File: config.mk
export PLATFORM = sky130hd
export DESIGN_NAME = lane_unpacker
export DESIGN_NICKNAME = d
export VERILOG_FILES = /design/src/rtl/lu_pkg.sv /design/src/rtl/lu_cfg_latch.sv /design/src/rtl/lu_hold_ctrl.sv /design/src/rtl/lu_part_mux.sv /design/src/rtl/lane_unpacker.sv
export SDC_FILE = /design/constraint.sdc
export NUM_CORES = 1
export LEC_CHECK = 0
export ABC_AREA = 1
export CAP_MARGIN = 20
export CORE_ASPECT_RATIO = 1.2
export CORE_MARGIN = 1.5
export CORE_UTILIZATION = 45
export CTS_BUF_LIST = sky130_fd_sc_hd__clkbuf_16
export DETAILED_ROUTE_END_ITERATION = 8
export PLACE_DENSITY = 0.8
export SLEW_MARGIN = 20
export SYNTH_ARGS = -nofsm -noshare
export SYNTH_HDL_FRONTEND = slang
export SYNTH_SLANG_ARGS = --single-unit
export TNS_END_PERCENT = 10
File: constraint.sdc
create_clock -name clk -period 1.7 [get_ports clk]
set_clock_uncertainty 0.1 [all_clocks]
set_input_delay 0.425 -clock clk [delete_from_list [all_inputs] [get_ports clk]]
set_output_delay 0.425 -clock clk [all_outputs]
set_load 0.05 [all_outputs]
File: src/rtl/lu_pkg.sv
package lu_pkg;
   typedef enum logic [1:0] {
      MODE_FULL = 2'd0,
      MODE_HALF = 2'd1,
      MODE_LANE = 2'd2
   } part_mode_t;

   function automatic int unsigned parts_per_word(part_mode_t m, int unsigned lanes);
      case (m)
         MODE_HALF: return 2;
         MODE_LANE: return lanes;
         default:   return 1;
      endcase
   endfunction
endpackage

File: src/rtl/lu_cfg_latch.sv
module lu_cfg_latch
   import lu_pkg::*;
(
   input  logic       clk,
   input  logic       rst_n,
   input  logic       cfg_narrow,
   input  logic       cfg_byte,
   input  logic       cfg_msb_first,
   output part_mode_t mode_q,
   output logic       msb_q
);
   part_mode_t mode_d;

   always_comb begin
      if (!cfg_narrow)   mode_d = MODE_FULL;
      else if (cfg_byte) mode_d = MODE_LANE;
      else               mode_d = MODE_HALF;
   end

   // Tracks the pins while reset is held, then freezes.
   always_ff @(posedge clk) begin
      if (!rst_n) begin
         mode_q <= mode_d;
         msb_q  <= cfg_msb_first;
      end
   end
endmodule

File: src/rtl/lu_hold_ctrl.sv
module lu_hold_ctrl
   import lu_pkg::*;
#(
   parameter int unsigned DW    = 36,
   parameter int unsigned LANES = 4,
   localparam int unsigned PW   = $clog2(LANES)
) (
   input  logic          clk,
   input  logic          rst_n,
   input  part_mode_t    mode,
   input  logic          in_valid,
   input  logic [DW-1:0] in_data,
   input  logic          rd_en,
   output logic          in_ready,
   output logic          held,
   output logic [DW-1:0] word_q,
   output logic [PW-1:0] idx_q
);
   logic [PW-1:0] last_idx;

   always_comb begin
      case (mode)
         MODE_HALF: last_idx = PW'(1);
         MODE_LANE: last_idx = PW'(LANES - 1);
         default:   last_idx = '0;
      endcase
   end

   assign in_ready = !held;

   always_ff @(posedge clk) begin
      if (!rst_n) begin
         held   <= 1'b0;
         word_q <= '0;
         idx_q  <= '0;
      end else if (!held) begin
         if (in_valid) begin
            held   <= 1'b1;
            word_q <= in_data;
            idx_q  <= '0;
         end
      end else if (rd_en) begin
         if (idx_q == last_idx) begin
            held  <= 1'b0;
            idx_q <= '0;
         end else begin
            idx_q <= idx_q + 1'b1;
         end
      end
   end
endmodule

File: src/rtl/lu_part_mux.sv
module lu_part_mux
   import lu_pkg::*;
#(
   parameter int unsigned LANE_W = 9,
   parameter int unsigned LANES  = 4,
   localparam int unsigned DW    = LANE_W * LANES,
   localparam int unsigned HW    = DW / 2,
   localparam int unsigned PW    = $clog2(LANES)
) (
   input  part_mode_t    mode,
   input  logic          msb_first,
   input  logic [DW-1:0] word,
   input  logic [PW-1:0] idx,
   output logic [DW-1:0] part
);
   logic [LANE_W-1:0] lane_a [LANES];
   logic [HW-1:0]     half_a [2];
   logic [PW-1:0]     lane_sel;
   logic              half_sel;

   for (genvar g = 0; g < LANES; g++) begin : g_lane
      assign lane_a[g] = word[g*LANE_W +: LANE_W];
   end

   for (genvar h = 0; h < 2; h++) begin : g_half
      assign half_a[h] = word[h*HW +: HW];
   end

   assign lane_sel = msb_first ? (PW'(LANES - 1) - idx) : idx;
   assign half_sel = (idx != '0) ^ msb_first;

   always_comb begin
      part = '0;
      case (mode)
         MODE_HALF: part[HW-1:0]     = half_a[half_sel];
         MODE_LANE: part[LANE_W-1:0] = lane_a[lane_sel];
         default:   part             = word;
      endcase
   end
endmodule

File: src/rtl/lane_unpacker.sv
module lane_unpacker
   import lu_pkg::*;
#(
   parameter int unsigned LANE_W = 9,
   parameter int unsigned LANES  = 4,
   localparam int unsigned DW    = LANE_W * LANES,
   localparam int unsigned PW    = $clog2(LANES)
) (
   input  logic          clk,
   input  logic          rst_n,
   input  logic          cfg_narrow,
   input  logic          cfg_byte,
   input  logic          cfg_msb_first,
   input  logic          in_valid,
   output logic          in_ready,
   input  logic [DW-1:0] in_data,
   input  logic          rd_en,
   output logic [DW-1:0] out_data,
   output logic          out_empty
);
   if (LANES < 2 || (LANES % 2) != 0) begin : g_bad_lanes
      $error("lane_unpacker: LANES must be even and at least 2");
   end
   if (LANE_W < 1) begin : g_bad_width
      $error("lane_unpacker: LANE_W must be at least 1");
   end

   part_mode_t    mode_q;
   logic          msb_q;
   logic          held;
   logic [DW-1:0] word_q;
   logic [PW-1:0] idx_q;
   logic [DW-1:0] part_d;

   lu_cfg_latch u_cfg (
      .clk           (clk),
      .rst_n         (rst_n),
      .cfg_narrow    (cfg_narrow),
      .cfg_byte      (cfg_byte),
      .cfg_msb_first (cfg_msb_first),
      .mode_q        (mode_q),
      .msb_q         (msb_q)
   );

   lu_hold_ctrl #(.DW(DW), .LANES(LANES)) u_hold (
      .clk      (clk),
      .rst_n    (rst_n),
      .mode     (mode_q),
      .in_valid (in_valid),
      .in_data  (in_data),
      .rd_en    (rd_en),
      .in_ready (in_ready),
      .held     (held),
      .word_q   (word_q),
      .idx_q    (idx_q)
   );

   lu_part_mux #(.LANE_W(LANE_W), .LANES(LANES)) u_mux (
      .mode      (mode_q),
      .msb_first (msb_q),
      .word      (word_q),
      .idx       (idx_q),
      .part      (part_d)
   );

   assign out_empty = !held;

   always_ff @(posedge clk) begin
      if (!rst_n)             out_data <= '0;
      else if (rd_en && held) out_data <= part_d;
   end
endmodule

==> metrics.yaml <==
portBuffers: 80
cts_tree: "yes"
cts_buffers: 9
holdCritPathClass: "reg -> reg"
coreArea_um2: 7660
n_antenna_cell: 0
power_uw: 5260
io_pins: 81
p_seq_share_pct: 39.2
muxShareOfSynthArea_pct: 0
setup_ws_ns: 0.00906
drt-initial-drc-count: 204
fin_crit_sh_pct: 99.5
overflow: 0
start_kind: "flop"
grt_pass1_wl_um: 17800
drc: 0
mappedNetlistNets: 550
antenna_found_initial: 0
r2r_start: "u_hold.idx_q[1]$_SDFFE_PN0P_"
synth_cell_type_count: 21
finalMaxSlewViolations: 0
endpoint_kind: "flop"
cp_max_fo: 6
cts.path.max_buffers: 2
synth-compound-area-share_pct: 18.6
dieArea_um2: 8440
p_int_uw: 3710
die-width_um: 84.1
avgRoutedWirePerCell_um: 16.3
crit_required_ns: 1.83
vdd_drop_max_v: 0.000708
ys_ff_latch: 78
power.share.clock_pct: 38.1
wirelength_um: 11400
postRouteAntennaNets: 0
synth_top_flop_cell: "dfxtp_1"
drive_gt1_share_pct: 19.5
leakagePower_uw: 0.00224
setup_viol: 0
place_inst: 679
area_growth_pct: 54.8
outcome: "complete, no violations"
cts_root_buf: "clkbuf_16"
critPathLaunch: "u_hold.idx_q[1]$_SDFFE_PN0P_"
grt_use_total_pct: 26.8
synth_top_family_by_area: "simple AND/OR/NAND/NOR gates"
ff2ff_setup_slack_ns: 0.009
initial_core_util_pct: 46.4
fin_area_um2: 5500
syn_area_per_cell_um2: 7.05
synthCells: 504
synth_xor_area_share_pct: 0.246
finalHoldViolCount: 0
cts.htree.levels: 3
clk-insertion-delay-late_ns: 0.34
reg2regPathDepth: 12
worstMarginPinSlew_ns: 0.288
finalNetCount: 650
place_area_um2: 5050
dp_hpwl_um: 8300
holdBufCountCts: 0
synth_fa_ha_area_share_pct: 1.06
syn-cell-area_um2: 3550
fmax_mhz: 591
path_clk_slew_ns: 0.06
min_period_ns: 1.69
via_per_inst: 5.49
r2r-end: "out_data[1]$_SDFFE_PN0P_"
rsz0062_at_grt: "true"
grt_pass1_vias: 3678
yosys.area_share.simple_pct: 26.6
gp_congestion: 0.975
rows: 35
criticalPathCategory: "reg -> reg"
drtPass1Iterations: 5
clock-sinks: 78
p_per_area_nw_per_um2: 956
fp.dieH_um: 100
preCtsSetupSlack_ns: -0.154
min_to: "u_hold.word_q[12]$_SDFFE_PN0P_"
hold_depth: 2
slew_headroom_pct: 80.7
cap_violations: 0
switchingPower_uw: 1550
switching_share_pct: 29.5
grt_max_degree: 30
critPathArrivalTime_ns: 1.82
layoutNonFillerInstCount: 701
synthArstFlopShare_pct: 0
yosys_warnings: 0
ys_seq_area_share_pct: 44.8
synth_edf_count: 3
routed-via-count: 3849
comb_power_share_pct: 22.7
worstHoldStart: "u_hold.word_q[12]$_SDFFE_PN0P_"
## timing repair
action                                  in CTS  in global routing
pin swaps                                    0                  9
cloned                                       0                  1
hold endpoints to repair                     0                  0
resized for setup                            2                 30
endpoints found under the setup margin       1                 14
buffers inserted                             0                  5
## per-layer routing
metal,up-vias,track usage [%],part of all wire (%)
met4,0,9.96,2.5
li1,1874,-,-
met3,22,4.61,5.1
met5,-,0,0
met2,132,47.0,51
met1,1821,32.9,42
## worst max path at each step
| stage | to | slack [ns] | depth (start not counted) |
|---|---|---|---|
| CTS | out_data[17]$_SDFFE_PN0P_ | 0.01 | 7 |
| floorplan | out_data[10]$_SDFFE_PN0P_ | 0.05 | 6 |
| global placement | out_data[14]$_SDFFE_PN0P_ | -0.09 | 6 |
| detailed placement | out_data[17]$_SDFFE_PN0P_ | -0.15 | 6 |
| global route | out_data[1]$_SDFFE_PN0P_ | -0.05 | 12 |
| finish | out_data[1]$_SDFFE_PN0P_ | 0.009 | 12 |
## cell usage in the layout (no fill, tap or decap), types with 9 or more instances in the layout
master / Yosys / layout
nand2_1: 106 / 102
nand3_1: 81 / 79
a21oi_1: 74 / 73
dfxtp_1: 75 / 73
buf_12: 0 / 44
clkdlybuf4s50_1: 0 / 42
inv_1: 42 / 40
o21ai_0: 42 / 40
buf_4: 3 / 29
nor2_1: 24 / 22
clkbuf_16: 0 / 10
o211ai_1: 9 / 9
## logic make-up (layout without fill, tap and decap cells)
group / Yosys count / count (layout)
compound gates: 127 / 127
xor+xnor: 1 / 1
fa+ha+maj: 3 / 3
buf+inv: 78 / 183
flops: 78 / 78
simple gates: 217 / 217
## area by class of cell
class / instances / area (µm²)
Multi-Input combinational cell: 348 / 1730
Timing Repair Buffer: 120 / 1580
Sequential cell: 78 / 1590
Inverter: 47 / 176
Tap cell: 92 / 115
Clock buffer: 10 / 250
Fill cell: 591 / 2160
Clock inverter: 6 / 67.6
## critical path, stage by stage (launching register included)
cell,delay (ns)
dfxtp_2,0.32
inv_1,0.08
ha_2,0.22
inv_2,0.05
nand2_4,0.08
nand2_4,0.08
buf_4,0.16
o21ai_0,0.16
nand2_1,0.08
nand2_1,0.06
nand2_1,0.07
nand2_1,0.06
a21oi_1,0.05
## flip-flops by register name, indices dropped and copies added (netlist names)
signal	count
u_cfg.msb_q	1
u_hold.held	1
u_hold.idx_q	2
out_data	36
u_cfg.mode_q	2
u_hold.word_q	36
## Yosys cell counts, types with 3 or more instances
cell      number  area share, %
nand2_1      106             11
nand3_1       81             11
dfxtp_1       75             42
a21oi_1       74             10
inv_1         42            4.4
o21ai_0       42            5.9
nor2_1        24            2.5
clkbuf_1      19            2.0
o211ai_1       9            1.9
buf_1          5           0.53
buf_2          4           0.56
inv_2          4           0.42
buf_4          3           0.63
edfxtp_1       3            2.5
ha_1           3            1.1
nand2_2        3           0.53
nand2_4        3           0.95
## power groups by stage
stage	clock network, µW	logic (µW)	registers (µW)
after floorplan	0	537	2140
after global placement	0	1100	2100
after detailed placement	0	1120	2100
after CTS	2030	1130	2060
after global routing	2100	1300	2070
final	2010	1190	2060
## per-stage QoR
stage	utilization (%)	setup TNS (ns)	hold WS, ns
2_1_floorplan	-	0	0.345
5_1_grt	71.8	-0.122	0.412
4_1_cts	70.2	0	0.385
3_5_place_dp	65.9	-3.65	0.372
3_3_place_gp	65.9	-1.41	0.369
6_report	71.8	0	0.391
Note: power is estimated with default switching activity, not from simulation.
